==> src/rtl/irq_rt_pkg.sv <==
package irq_rt_pkg;
   localparam int PEND_W  = 12;
   localparam int SRC_GRP = 4;
   localparam int CTL_W   = 2 * SRC_GRP;

   localparam int BIT_TMR = 0;
   localparam int BIT_MBX = 4;
   localparam int BIT_GPU = 8;
   localparam int BIT_LTM = 11;

   localparam logic [3:0] GRP_GPU   = 4'h0;
   localparam logic [1:0] SLOT_GPU  = 2'd3;
   localparam logic [3:0] GRP_LTM   = 4'h2;
   localparam logic [1:0] SLOT_LTM  = 2'd1;
   localparam logic [3:0] GRP_TCTL  = 4'h4;
   localparam logic [3:0] GRP_MCTL  = 4'h5;
   localparam logic [3:0] GRP_IPEND = 4'h6;
   localparam logic [3:0] GRP_FPEND = 4'h7;

   typedef enum logic [1:0] {
      DST_NONE = 2'd0,
      DST_IRQ  = 2'd1,
      DST_FIQ  = 2'd2
   } dst_e;

   typedef struct packed {
      logic [1:0] gpu_fiq_core;
      logic [1:0] gpu_irq_core;
      logic       ltm_fiq;
      logic [1:0] ltm_core;
   } route_t;

   function automatic dst_e pick_dst(input logic active, input logic irq_en, input logic fiq_en);
      if (!active)
         return DST_NONE;
      else if (fiq_en)
         return DST_FIQ;
      else if (irq_en)
         return DST_IRQ;
      return DST_NONE;
   endfunction
endpackage

==> src/rtl/irq_rt_steer.sv <==
module irq_rt_steer
   import irq_rt_pkg::*;
(
   input  logic [CTL_W-1:0]   tmr_ctl,
   input  logic [CTL_W-1:0]   mbx_ctl,
   input  logic [SRC_GRP-1:0] tmr_lvl,
   input  logic [SRC_GRP-1:0] mbx_lvl,
   input  logic               gpu_i,
   input  logic               gpu_f,
   input  logic               ltm_i,
   input  logic               ltm_f,
   output logic [PEND_W-1:0]  irq_word,
   output logic [PEND_W-1:0]  fiq_word
);
   dst_e tmr_dst [SRC_GRP];
   dst_e mbx_dst [SRC_GRP];

   for (genvar n = 0; n < SRC_GRP; n++) begin : g_src
      assign tmr_dst[n] = pick_dst(tmr_lvl[n], tmr_ctl[n], tmr_ctl[n+SRC_GRP]);
      assign mbx_dst[n] = pick_dst(mbx_lvl[n], mbx_ctl[n], mbx_ctl[n+SRC_GRP]);
      assign irq_word[BIT_TMR+n] = (tmr_dst[n] == DST_IRQ);
      assign fiq_word[BIT_TMR+n] = (tmr_dst[n] == DST_FIQ);
      assign irq_word[BIT_MBX+n] = (mbx_dst[n] == DST_IRQ);
      assign fiq_word[BIT_MBX+n] = (mbx_dst[n] == DST_FIQ);
   end

   assign irq_word[BIT_GPU]             = gpu_i;
   assign fiq_word[BIT_GPU]             = gpu_f;
   assign irq_word[BIT_LTM-1:BIT_GPU+1] = '0;
   assign fiq_word[BIT_LTM-1:BIT_GPU+1] = '0;
   assign irq_word[BIT_LTM]             = ltm_i;
   assign fiq_word[BIT_LTM]             = ltm_f;
endmodule

==> src/rtl/irq_rt_fanout.sv <==
module irq_rt_fanout
   import irq_rt_pkg::*;
#(
   parameter int NCORES = 4
) (
   input  logic              gpu_irq,
   input  logic              gpu_fiq,
   input  logic              ltm_req,
   input  route_t            route,
   output logic [NCORES-1:0] gpu_i,
   output logic [NCORES-1:0] gpu_f,
   output logic [NCORES-1:0] ltm_i,
   output logic [NCORES-1:0] ltm_f
);
   for (genvar c = 0; c < NCORES; c++) begin : g_core
      localparam logic [1:0] CID = 2'(c);
      logic ltm_here;
      assign ltm_here = ltm_req && (route.ltm_core == CID);
      assign gpu_i[c] = gpu_irq && (route.gpu_irq_core == CID);
      assign gpu_f[c] = gpu_fiq && (route.gpu_fiq_core == CID);
      assign ltm_i[c] = ltm_here && !route.ltm_fiq;
      assign ltm_f[c] = ltm_here && route.ltm_fiq;
   end
endmodule

==> src/rtl/irq_rt_outq.sv <==
module irq_rt_outq
   import irq_rt_pkg::*;
#(
   parameter int NCORES    = 4,
   parameter int OUT_STAGE = 1
) (
   input  logic                          clk,
   input  logic                          rst_n,
   input  logic [NCORES-1:0][PEND_W-1:0] irq_words,
   input  logic [NCORES-1:0][PEND_W-1:0] fiq_words,
   output logic [NCORES-1:0]             core_irq,
   output logic [NCORES-1:0]             core_fiq
);
   logic [NCORES-1:0] irq_any;
   logic [NCORES-1:0] fiq_any;

   for (genvar c = 0; c < NCORES; c++) begin : g_any
      assign irq_any[c] = |irq_words[c];
      assign fiq_any[c] = |fiq_words[c];
   end

   if (OUT_STAGE != 0) begin : g_reg
      always_ff @(posedge clk or negedge rst_n) begin
         if (!rst_n) begin
            core_irq <= '0;
            core_fiq <= '0;
         end else begin
            core_irq <= irq_any;
            core_fiq <= fiq_any;
         end
      end
   end else begin : g_wire
      assign core_irq = irq_any;
      assign core_fiq = fiq_any;
   end
endmodule

==> src/rtl/irq_rt_regs.sv <==
module irq_rt_regs
   import irq_rt_pkg::*;
#(
   parameter int NCORES = 4,
   parameter int ADDR_W = 8,
   parameter int DATA_W = 32
) (
   input  logic                          clk,
   input  logic                          rst_n,
   input  logic                          wr_en,
   input  logic [ADDR_W-1:0]             addr,
   input  logic [DATA_W-1:0]             wdata,
   input  logic [NCORES-1:0][PEND_W-1:0] irq_words,
   input  logic [NCORES-1:0][PEND_W-1:0] fiq_words,
   output logic [NCORES-1:0][CTL_W-1:0]  tmr_ctl,
   output logic [NCORES-1:0][CTL_W-1:0]  mbx_ctl,
   output route_t                        route,
   output logic [DATA_W-1:0]             rdata
);
   logic             hi_zero;
   logic             aligned;
   logic [3:0]       grp;
   logic [1:0]       slot;
   logic             hit_gpu;
   logic             hit_ltm;
   logic [DATA_W-1:0] rd_next;
   logic             unused_wdata;

   if (ADDR_W > 8) begin : g_hi
      assign hi_zero = ~|addr[ADDR_W-1:8];
   end else begin : g_nohi
      assign hi_zero = 1'b1;
   end

   assign aligned = hi_zero && (addr[1:0] == 2'b00);
   assign grp     = addr[7:4];
   assign slot    = addr[3:2];
   assign hit_gpu = aligned && (grp == GRP_GPU) && (slot == SLOT_GPU);
   assign hit_ltm = aligned && (grp == GRP_LTM) && (slot == SLOT_LTM);
   assign unused_wdata = ^wdata[DATA_W-1:CTL_W];

   always_ff @(posedge clk or negedge rst_n) begin
      if (!rst_n) begin
         route <= '0;
      end else if (wr_en) begin
         if (hit_gpu) begin
            route.gpu_irq_core <= wdata[1:0];
            route.gpu_fiq_core <= wdata[3:2];
         end
         if (hit_ltm) begin
            route.ltm_core <= wdata[1:0];
            route.ltm_fiq  <= wdata[2];
         end
      end
   end

   always_ff @(posedge clk or negedge rst_n) begin
      if (!rst_n) begin
         tmr_ctl <= '0;
         mbx_ctl <= '0;
      end else if (wr_en && aligned) begin
         for (int c = 0; c < NCORES; c++) begin
            if (slot == 2'(c)) begin
               if (grp == GRP_TCTL) tmr_ctl[c] <= wdata[CTL_W-1:0];
               if (grp == GRP_MCTL) mbx_ctl[c] <= wdata[CTL_W-1:0];
            end
         end
      end
   end

   always_comb begin
      rd_next = '0;
      if (hit_gpu) begin
         rd_next[3:0] = {route.gpu_fiq_core, route.gpu_irq_core};
      end else if (hit_ltm) begin
         rd_next[2:0] = {route.ltm_fiq, route.ltm_core};
      end else if (aligned) begin
         for (int c = 0; c < NCORES; c++) begin
            if (slot == 2'(c)) begin
               unique case (grp)
                  GRP_TCTL:  rd_next[CTL_W-1:0]  = tmr_ctl[c];
                  GRP_MCTL:  rd_next[CTL_W-1:0]  = mbx_ctl[c];
                  GRP_IPEND: rd_next[PEND_W-1:0] = irq_words[c];
                  GRP_FPEND: rd_next[PEND_W-1:0] = fiq_words[c];
                  default:   rd_next = '0;
               endcase
            end
         end
      end
   end

   always_ff @(posedge clk or negedge rst_n) begin
      if (!rst_n) rdata <= '0;
      else        rdata <= rd_next;
   end
endmodule

==> src/rtl/irq_router.sv <==
module irq_router
   import irq_rt_pkg::*;
#(
   parameter int NCORES    = 4,
   parameter int ADDR_W    = 8,
   parameter int DATA_W    = 32,
   parameter int OUT_STAGE = 1
) (
   input  logic                        clk,
   input  logic                        rst_n,
   input  logic                        reg_wr,
   input  logic [ADDR_W-1:0]           reg_addr,
   input  logic [DATA_W-1:0]           reg_wdata,
   output logic [DATA_W-1:0]           reg_rdata,
   input  logic [NCORES*SRC_GRP-1:0]   tmr_req,
   input  logic [NCORES*SRC_GRP-1:0]   mbx_pend,
   input  logic                        gpu_irq,
   input  logic                        gpu_fiq,
   input  logic                        ltm_req,
   output logic [NCORES-1:0]           core_irq,
   output logic [NCORES-1:0]           core_fiq
);
   if (NCORES < 1 || NCORES > 4) begin : g_bad_cores
      $error("irq_router: NCORES must lie in 1..4");
   end
   if (ADDR_W < 8) begin : g_bad_addr
      $error("irq_router: ADDR_W must be at least 8");
   end
   if (DATA_W < 16) begin : g_bad_data
      $error("irq_router: DATA_W must be at least 16");
   end
   if (OUT_STAGE != 0 && OUT_STAGE != 1) begin : g_bad_stage
      $error("irq_router: OUT_STAGE must be 0 or 1");
   end

   logic [NCORES-1:0][CTL_W-1:0]  tmr_ctl;
   logic [NCORES-1:0][CTL_W-1:0]  mbx_ctl;
   route_t                        route;
   logic [NCORES-1:0][PEND_W-1:0] irq_words;
   logic [NCORES-1:0][PEND_W-1:0] fiq_words;
   logic [NCORES-1:0]             gpu_i, gpu_f, ltm_i, ltm_f;

   irq_rt_regs #(.NCORES(NCORES), .ADDR_W(ADDR_W), .DATA_W(DATA_W)) u_regs (
      .clk       (clk),
      .rst_n     (rst_n),
      .wr_en     (reg_wr),
      .addr      (reg_addr),
      .wdata     (reg_wdata),
      .irq_words (irq_words),
      .fiq_words (fiq_words),
      .tmr_ctl   (tmr_ctl),
      .mbx_ctl   (mbx_ctl),
      .route     (route),
      .rdata     (reg_rdata)
   );

   irq_rt_fanout #(.NCORES(NCORES)) u_fanout (
      .gpu_irq (gpu_irq),
      .gpu_fiq (gpu_fiq),
      .ltm_req (ltm_req),
      .route   (route),
      .gpu_i   (gpu_i),
      .gpu_f   (gpu_f),
      .ltm_i   (ltm_i),
      .ltm_f   (ltm_f)
   );

   for (genvar c = 0; c < NCORES; c++) begin : g_core
      irq_rt_steer u_steer (
         .tmr_ctl  (tmr_ctl[c]),
         .mbx_ctl  (mbx_ctl[c]),
         .tmr_lvl  (tmr_req[c*SRC_GRP +: SRC_GRP]),
         .mbx_lvl  (mbx_pend[c*SRC_GRP +: SRC_GRP]),
         .gpu_i    (gpu_i[c]),
         .gpu_f    (gpu_f[c]),
         .ltm_i    (ltm_i[c]),
         .ltm_f    (ltm_f[c]),
         .irq_word (irq_words[c]),
         .fiq_word (fiq_words[c])
      );
   end

   irq_rt_outq #(.NCORES(NCORES), .OUT_STAGE(OUT_STAGE)) u_outq (
      .clk       (clk),
      .rst_n     (rst_n),
      .irq_words (irq_words),
      .fiq_words (fiq_words),
      .core_irq  (core_irq),
      .core_fiq  (core_fiq)
   );
endmodule

==> config.mk <==
export PLATFORM = sky130hd
export DESIGN_NAME = irq_router
export DESIGN_NICKNAME = d
export VERILOG_FILES = /design/src/rtl/irq_rt_pkg.sv /design/src/rtl/irq_rt_steer.sv /design/src/rtl/irq_rt_fanout.sv /design/src/rtl/irq_rt_outq.sv /design/src/rtl/irq_rt_regs.sv /design/src/rtl/irq_router.sv
export SDC_FILE = /design/constraint.sdc
export NUM_CORES = 1
export LEC_CHECK = 0
export ABC_AREA = 1
export BUFFER_PORTS_ARGS = -buffer_cell sky130_fd_sc_hd__buf_2
export CELL_PAD_IN_SITES_DETAIL_PLACEMENT = 1
export CELL_PAD_IN_SITES_GLOBAL_PLACEMENT = 1
export CORE_MARGIN = 2
export CORE_UTILIZATION = 41
export CTS_BUF_LIST = sky130_fd_sc_hd__clkbuf_8
export DETAILED_ROUTE_END_ITERATION = 10
export PLACE_DENSITY_LB_ADDON = 0.1
export REMOVE_ABC_BUFFERS = 1
export SLEW_MARGIN = 20
export SYNTH_ARGS = -nofsm -noshare
export SYNTH_HDL_FRONTEND = slang
export SYNTH_SLANG_ARGS = --single-unit
==> constraint.sdc <==
create_clock -name clk -period 1.4 [get_ports clk]
set_input_delay 0.21 -clock clk [delete_from_list [all_inputs] [get_ports clk]]
set_output_delay 0.21 -clock clk [all_outputs]
set_load 0.01 [all_outputs]
==> flow_summary.yaml, run 1 <==
placement:
  placed_cell_area_um2: 6477
  dpl.hpwl_um: 16070
  port_buffers: 71
  gp_congestion: 0.9367
yosys:
  synth_compound_area_share_pct: 13.53
  ys.flop_type: "dfrtp_1"
  synth_area_um2: 5530
  syn_avg_cell_area_um2: 7.453
  synth.area.mux_share_pct: 0
  yosys_warnings: 0
  synth-adder-area-share_pct: 0
  ys_ff_latch: 89
  synthCells: 742
  synth_top_family_by_area: "simple AND/OR/NAND/NOR gates"
  synth.top_cell.area_share_pct: 40.27
  ys_types: 44
  synth_edf_count: 0
  synth_seq_area_share_pct: 40.27
  synthArstFlopShare_pct: 100.0
  synth-simple-area-share_pct: 35.11
  yosys-top-cells-area: "dfrtp_1, nand2_1, o21ai_0, nor2_1, inv_1"
  synthXorXnorAreaFrac_pct: 0
  yosysTopAreaCell: "dfrtp_1"
sta:
  hold_violations: 0
  fin_crit_ps: 1403
  finalSetupViolCount: 1
  worst_pin_slew_ps: 554.6
  rsz0062_at_grt: "yes"
  max_slew_margin_pct: 62.98
  finalSetupTns_ps: -2.737
  setup_ws_ps: -2.737
  clock_skew_ps: 6.140
  fin_crit_sh_pct: 100.2
  fin_hold_ws_ps: 136.3
  slew_violations: 0
  max_freq_mhz: 712.9
route:
  drtPass1Iterations: 4
  wire_per_inst_um: 19.75
  wl_met1_um: 9495
  wl_met3_um: 1015
  route.met2.wl_um: 9972
  routed.top_layer: "met4"
  vias: 5770
  drc: 0
  wl_um: 21200
  post_drt_via_cell_ratio: 5.377
  drt_iter0_drc: 443
  postRouteAntennaNets: 0
floorplanning:
  rows: 42
  die_h_um: 120.1
  die_w_um: 120.1
  io_pins: 118
  start_util_pct: 41.93
  dieArea_um2: 14430
  fp.coreArea_um2: 13190
power:
  power_frac_clock_pct: 34.7
  leakage_nw: 3.422
  ir_drop_uv: 481.9
  netSwitchingFraction_pct: 30.26
  p_int_mw: 4.180
  combPwrFrac_pct: 18.2
  power_frac_seq_pct: 47.2
  p_switching_mw: 1.813
  p_per_area_nw_per_um2: 864.7
critical_path:
  worst-r2r-cell-count: 5
  crit_chain: "inv_4 > nand3_2 > nor2_4 > buf_4 > or4_4"
  crit_type: "reg2reg"
  worst-path-buf-inv: 2
  crit_required_ps: 1670
  worst_r2r_endpoint: "u_outq.core_fiq[2]"
  arrival_ps: 1670
  cp_max_fo: 4
  critPathCaptureType: "register"
  crit_family: "simple AND/OR/NAND/NOR gates"
  critPathSlowestCell: "or4_4"
  max_stage_delay_ps: 510
  start_kind: "register"
  timing.rr.start: "u_regs.route[0]"
  rrSetupSlack_ps: -3
layout:
  diodes: 0
  mostFrequentLayoutCells: "nand2_1, dfrtp_1, buf_4"
  post-route-util_pct: 52.54
  final_common_cell: "nand2_1"
  nets: 970
  multi_input_comb_area_um2: 2899
  finalInstanceArea_um2: 6930
  fill_cells: 1710
  seq_area_um2: 2232
  area_delta_synth_final_pct: 25.32
  drive_gt1_share_pct: 27.65
min_path:
  hp-start: "tmr_req[14]"
  hold_depth: 3
  hold_end: "u_outq.core_irq[3]"
  hold_class: "in2reg"
clocking:
  clk_path_buf_depth: 2
  h-tree-depth: 3
  cts_sinks: 89
  cts_buffers: 9
  clk_latency_ps: 390
  cts-root-buf: "clkbuf_8"
  path_clk_slew_ps: 90
  cts_tree: "built"
global_routing:
  antenna_found_initial: 0
  grt_pass1_vias: 5863
  grtUsageTotal_pct: 30.30
  gr-total-overflow: 0
  grt_max_degree: 90
  grt_pass1_wl_um: 32600
status:
  status: "complete, but fails checks"
  violations: "negative setup slack"
run:
  cap_viol_max_count: 0
==> flip-flops by register name, summed over array words and instances (netlist names) <==
register,count
u_outq.core_fiq,4
u_outq.core_irq,4
u_regs.mbx_ctl,32
u_regs.rdata,10
u_regs.route,7
u_regs.tmr_ctl,32
==> synth_stat cells, types with 10 or more instances <==
master / n
nand3b_1: 10
nand4_1: 24
inv_1: 60
buf_6: 10
nand2_1: 223
a21oi_1: 19
o21ai_0: 79
nand3_1: 45
o21ai_1: 18
buf_4: 22
nor2_1: 61
dfrtp_1: 89
==> tightest hold or removal path: cells and delay by family <==
family / cells / cell delay, ps
AND/OR/NAND/NOR: 2 / 200
buffers and inverters: 1 / 100
==> repair_timing <==
| item | CTS | global route |
|---|---|---|
| pin swaps | 4 | 11 |
| gates resized for setup | 5 | 37 |
| hold buffers | 1 | 0 |
| hold endpoints to repair | 89 | 0 |
| setup endpoints to repair | 3 | 11 |
| setup buffers | 2 | 8 |
==> metal layers <==
metal	vias up	track usage [%]
li1	2704	-
met1	2840	40.45
met2	182	49.15
met3	44	4.563
met4	0	12.50
met5	-	0
==> through the flow <==
step           instances  total power [mW]  setup slack, ps
4_1_cts             1065             5.966           -17.74
5_1_grt             1073             6.256           -75.08
6_report            1073             5.993           -2.737
3_5_place_dp        1046             3.891           -270.1
3_3_place_gp        1046             3.857           -265.9
2_1_floorplan        723             3.296            125.3
==> cell families (layout without fill, tap and decap cells) <==
family	Yosys count	count (layout)
flip-flops	89	89
other	1	22
buffers and inverters	108	242
AND/OR/NAND/NOR	409	409
AO/OA/AOI/OAI	135	135
==> how the worst max path moves through the flow <==
stage / slack, ps / to / depth (start not counted) / from
finish: -3 / u_outq.core_fiq[2] / 5 / u_regs.route[0]
global route: -80 / u_regs.rdata[11] / 9 / u_regs.route[0]
CTS: -20 / u_regs.rdata[11] / 9 / u_regs.route[0]
detailed placement: -270 / u_regs.rdata[4] / 9 / reg_addr[6]
global placement: -270 / u_regs.rdata[4] / 9 / reg_addr[6]
floorplan: 130 / u_regs.mbx_ctl[0] / 7 / reg_addr[6]
==> power groups by stage <==
stage	Clock [mW]	Combinational, mW	Sequential, mW
6_report	2.08	1.09	2.83
5_1_grt	2.23	1.19	2.84
4_1_cts	2.11	1.03	2.82
3_5_place_dp	0	1.02	2.87
3_3_place_gp	0	0.992	2.86
2_1_floorplan	0	0.432	2.86
==> area by class of cell <==
class	count	share of cell area [%]
timing repair buffer	158	15.58
multi-input combinational	566	41.83
clock inverter	6	1.300
sequential	89	32.21
inverter	68	3.918
tap	176	3.177
clock buffer	10	1.986
Power figures use the tool's default switching activity.
==> run 2, diff against run 1 <==
RECOVER_POWER = 50   (was not set)
==> run 2 against run 1 <==
Net effect:
- the run still ends with negative setup slack left
- register-to-register slack hardly changed
- clock-buffer cell count stayed put
- critical path depth stayed put
- sequential share of layout area is 0.070 points higher
- largest power group unchanged
- highest routed layer unchanged
==> flow_summary.yaml, run 2 (synthesized netlist as in run 1, its figures left out) <==
floorplanning:
  io_pins: 118
  fp.coreArea_um2: 13190
  die_w_um: 120.1
  die_h_um: 120.1
  start_util_pct: 41.93
  rows: 42
  dieArea_um2: 14430
critical_path:
  start_kind: "register"
  critPathCaptureType: "register"
  crit_required_ps: 1670
  rrSetupSlack_ps: -3
  worst-r2r-cell-count: 5
  critPathSlowestCell: "or4_4"
  crit_type: "reg2reg"
  crit_chain: "inv_4 > nand3_2 > nor2_4 > buf_4 > or4_4"
  cp_max_fo: 4
  arrival_ps: 1670
  max_stage_delay_ps: 510
placement:
  dpl.hpwl_um: 16070
  port_buffers: 71
  placed_cell_area_um2: 6477
  pre_cts_slack_ps: -270.1
  gp_congestion: 0.9367
sta:
  slew_violations: 0
  clock_skew_ps: 6.620
  hold_violations: 0
  setup_ws_ps: -3.210
  worst_pin_slew_ps: 814.5
  max_slew_margin_pct: 45.70
  max_freq_mhz: 712.7
  fin_hold_ws_ps: 135.7
  rsz0062_at_grt: "yes"
  finalSetupViolCount: 1
  fin_crit_ps: 1403
  fin_crit_sh_pct: 100.2
power:
  ir_drop_uv: 481.9
  p_int_mw: 4.175
  power_frac_seq_pct: 47.2
  p_switching_mw: 1.814
  p_per_area_nw_per_um2: 866.0
  power_frac_clock_pct: 34.7
  leakage_nw: 3.405
  finalPower_mw: 5.989
  combPwrFrac_pct: 18.1
  netSwitchingFraction_pct: 30.29
layout:
  area_delta_synth_final_pct: 25.05
  drive_gt1_share_pct: 27.31
  post-route-util_pct: 52.43
  multi_input_comb_area_um2: 2899
  final_common_cell: "nand2_1"
  top_regs: "u_regs.mbx_ctl x32, u_regs.tmr_ctl x32, u_regs.rdata x10"
  mostFrequentLayoutCells: "nand2_1, dfrtp_1, buf_4"
  seq_area_um2: 2232
  finalInstanceArea_um2: 6915
  nets: 970
  fill_cells: 1716
  diodes: 0
clocking:
  cts_sinks: 89
  clk_latency_ps: 390
  clk_path_buf_depth: 2
  cts_buffers: 9
  cts-root-buf: "clkbuf_8"
  h-tree-depth: 3
  path_clk_slew_ps: 90
  cts_tree: "built"
global_routing:
  busiest_layer: "met2"
  grt_use_met3_pct: 4.563
  antenna_found_initial: 0
  grtUsageTotal_pct: 30.30
  grt_use_met1_pct: 40.45
  grtUsageMet2_pct: 49.15
  grt_max_degree: 90
  grt_pass1_vias: 5863
  grt_pass1_wl_um: 32600
  gr-total-overflow: 0
route:
  drtPass1Iterations: 5
  wl_um: 21200
  drc: 0
  post_drt_via_cell_ratio: 5.377
  drt_iter0_drc: 417
  wire_per_inst_um: 19.75
  vias: 5769
  postRouteAntennaNets: 0
min_path:
  hold_depth: 3
  hold_class: "in2reg"
status:
  status: "complete, but fails checks"
  violations: "negative setup slack"
run:
  cap_viol_max_count: 0
==> run 2: cell count changes in the layout (fill, tap and decap cells not counted) <==
cell | previous run | this run
buf_2 | 70 | 67
buf_4 | 81 | 79
buf_12 | 5 | 4
clkbuf_4 | 0 | 1
clkbuf_1 | 0 | 3
buf_6 | 1 | 2
clkbuf_2 | 0 | 1
==> run 2: routing by layer <==
metal	part of all wire [%]	wire length [um]
met1	45	9476
met2	47	9985
met3	4.9	1031
met4	3.3	704
met5	0	0
==> run 2: timing repair <==
item | 4_1_cts | 5_1_grt
pin swaps | 4 | 11
hold endpoints to repair | 89 | 0
hold buffers | 1 | 0
resized for setup | 5 | 37
setup endpoints to repair | 3 | 11
buffers inserted | 2 | 8
cloned | 0 | 0
==> run 2: worst max-delay path, delay by kind of cell, from the launching register on <==
family	cells	cell delay, ps
flip-flops	1	440
buffers and inverters	2	190
AND/OR/NAND/NOR	3	630
==> run 2: metrics by stage <==
| stage | TNS (ps) | cells |
|---|---|---|
| 3_5_place_dp | -10050 | 1046 |
| 4_1_cts | -17.74 | 1065 |
| 2_1_floorplan | 0 | 723 |
| 6_report | -3.210 | 1073 |
| 3_3_place_gp | -6512 | 1046 |
| 5_1_grt | -229.4 | 1073 |
==> run 2: final cells by class <==
cell class / instances / area share [%]
Multi-Input combinational cell: 566 / 41.92
Sequential cell: 89 / 32.28
Timing Repair Buffer: 158 / 15.40
Inverter: 68 / 3.926
Tap cell: 176 / 3.184
Clock buffer: 10 / 1.990
Clock inverter: 6 / 1.303
==> run 2: worst paths after layout <==
path                                     from                  to
min in group asynchronous               rst_n  u_regs.mbx_ctl[19]
hold reg to reg            u_regs.tmr_ctl[25]  u_regs.tmr_ctl[25]
hold / removal                    tmr_req[14]  u_outq.core_irq[3]
setup reg to reg              u_regs.route[0]  u_outq.core_fiq[2]
max in group asynchronous               rst_n     u_regs.route[0]
setup / recovery              u_regs.route[0]  u_outq.core_fiq[2]
==> run 2: power groups by stage <==
stage / registers, mW / clock network [mW] / logic (mW)
after detailed placement: 2.87 / 0 / 1.02
after global routing: 2.84 / 2.23 / 1.18
after global placement: 2.86 / 0 / 0.992
after floorplan: 2.86 / 0 / 0.432
final: 2.83 / 2.08 / 1.08
after CTS: 2.82 / 2.11 / 1.03
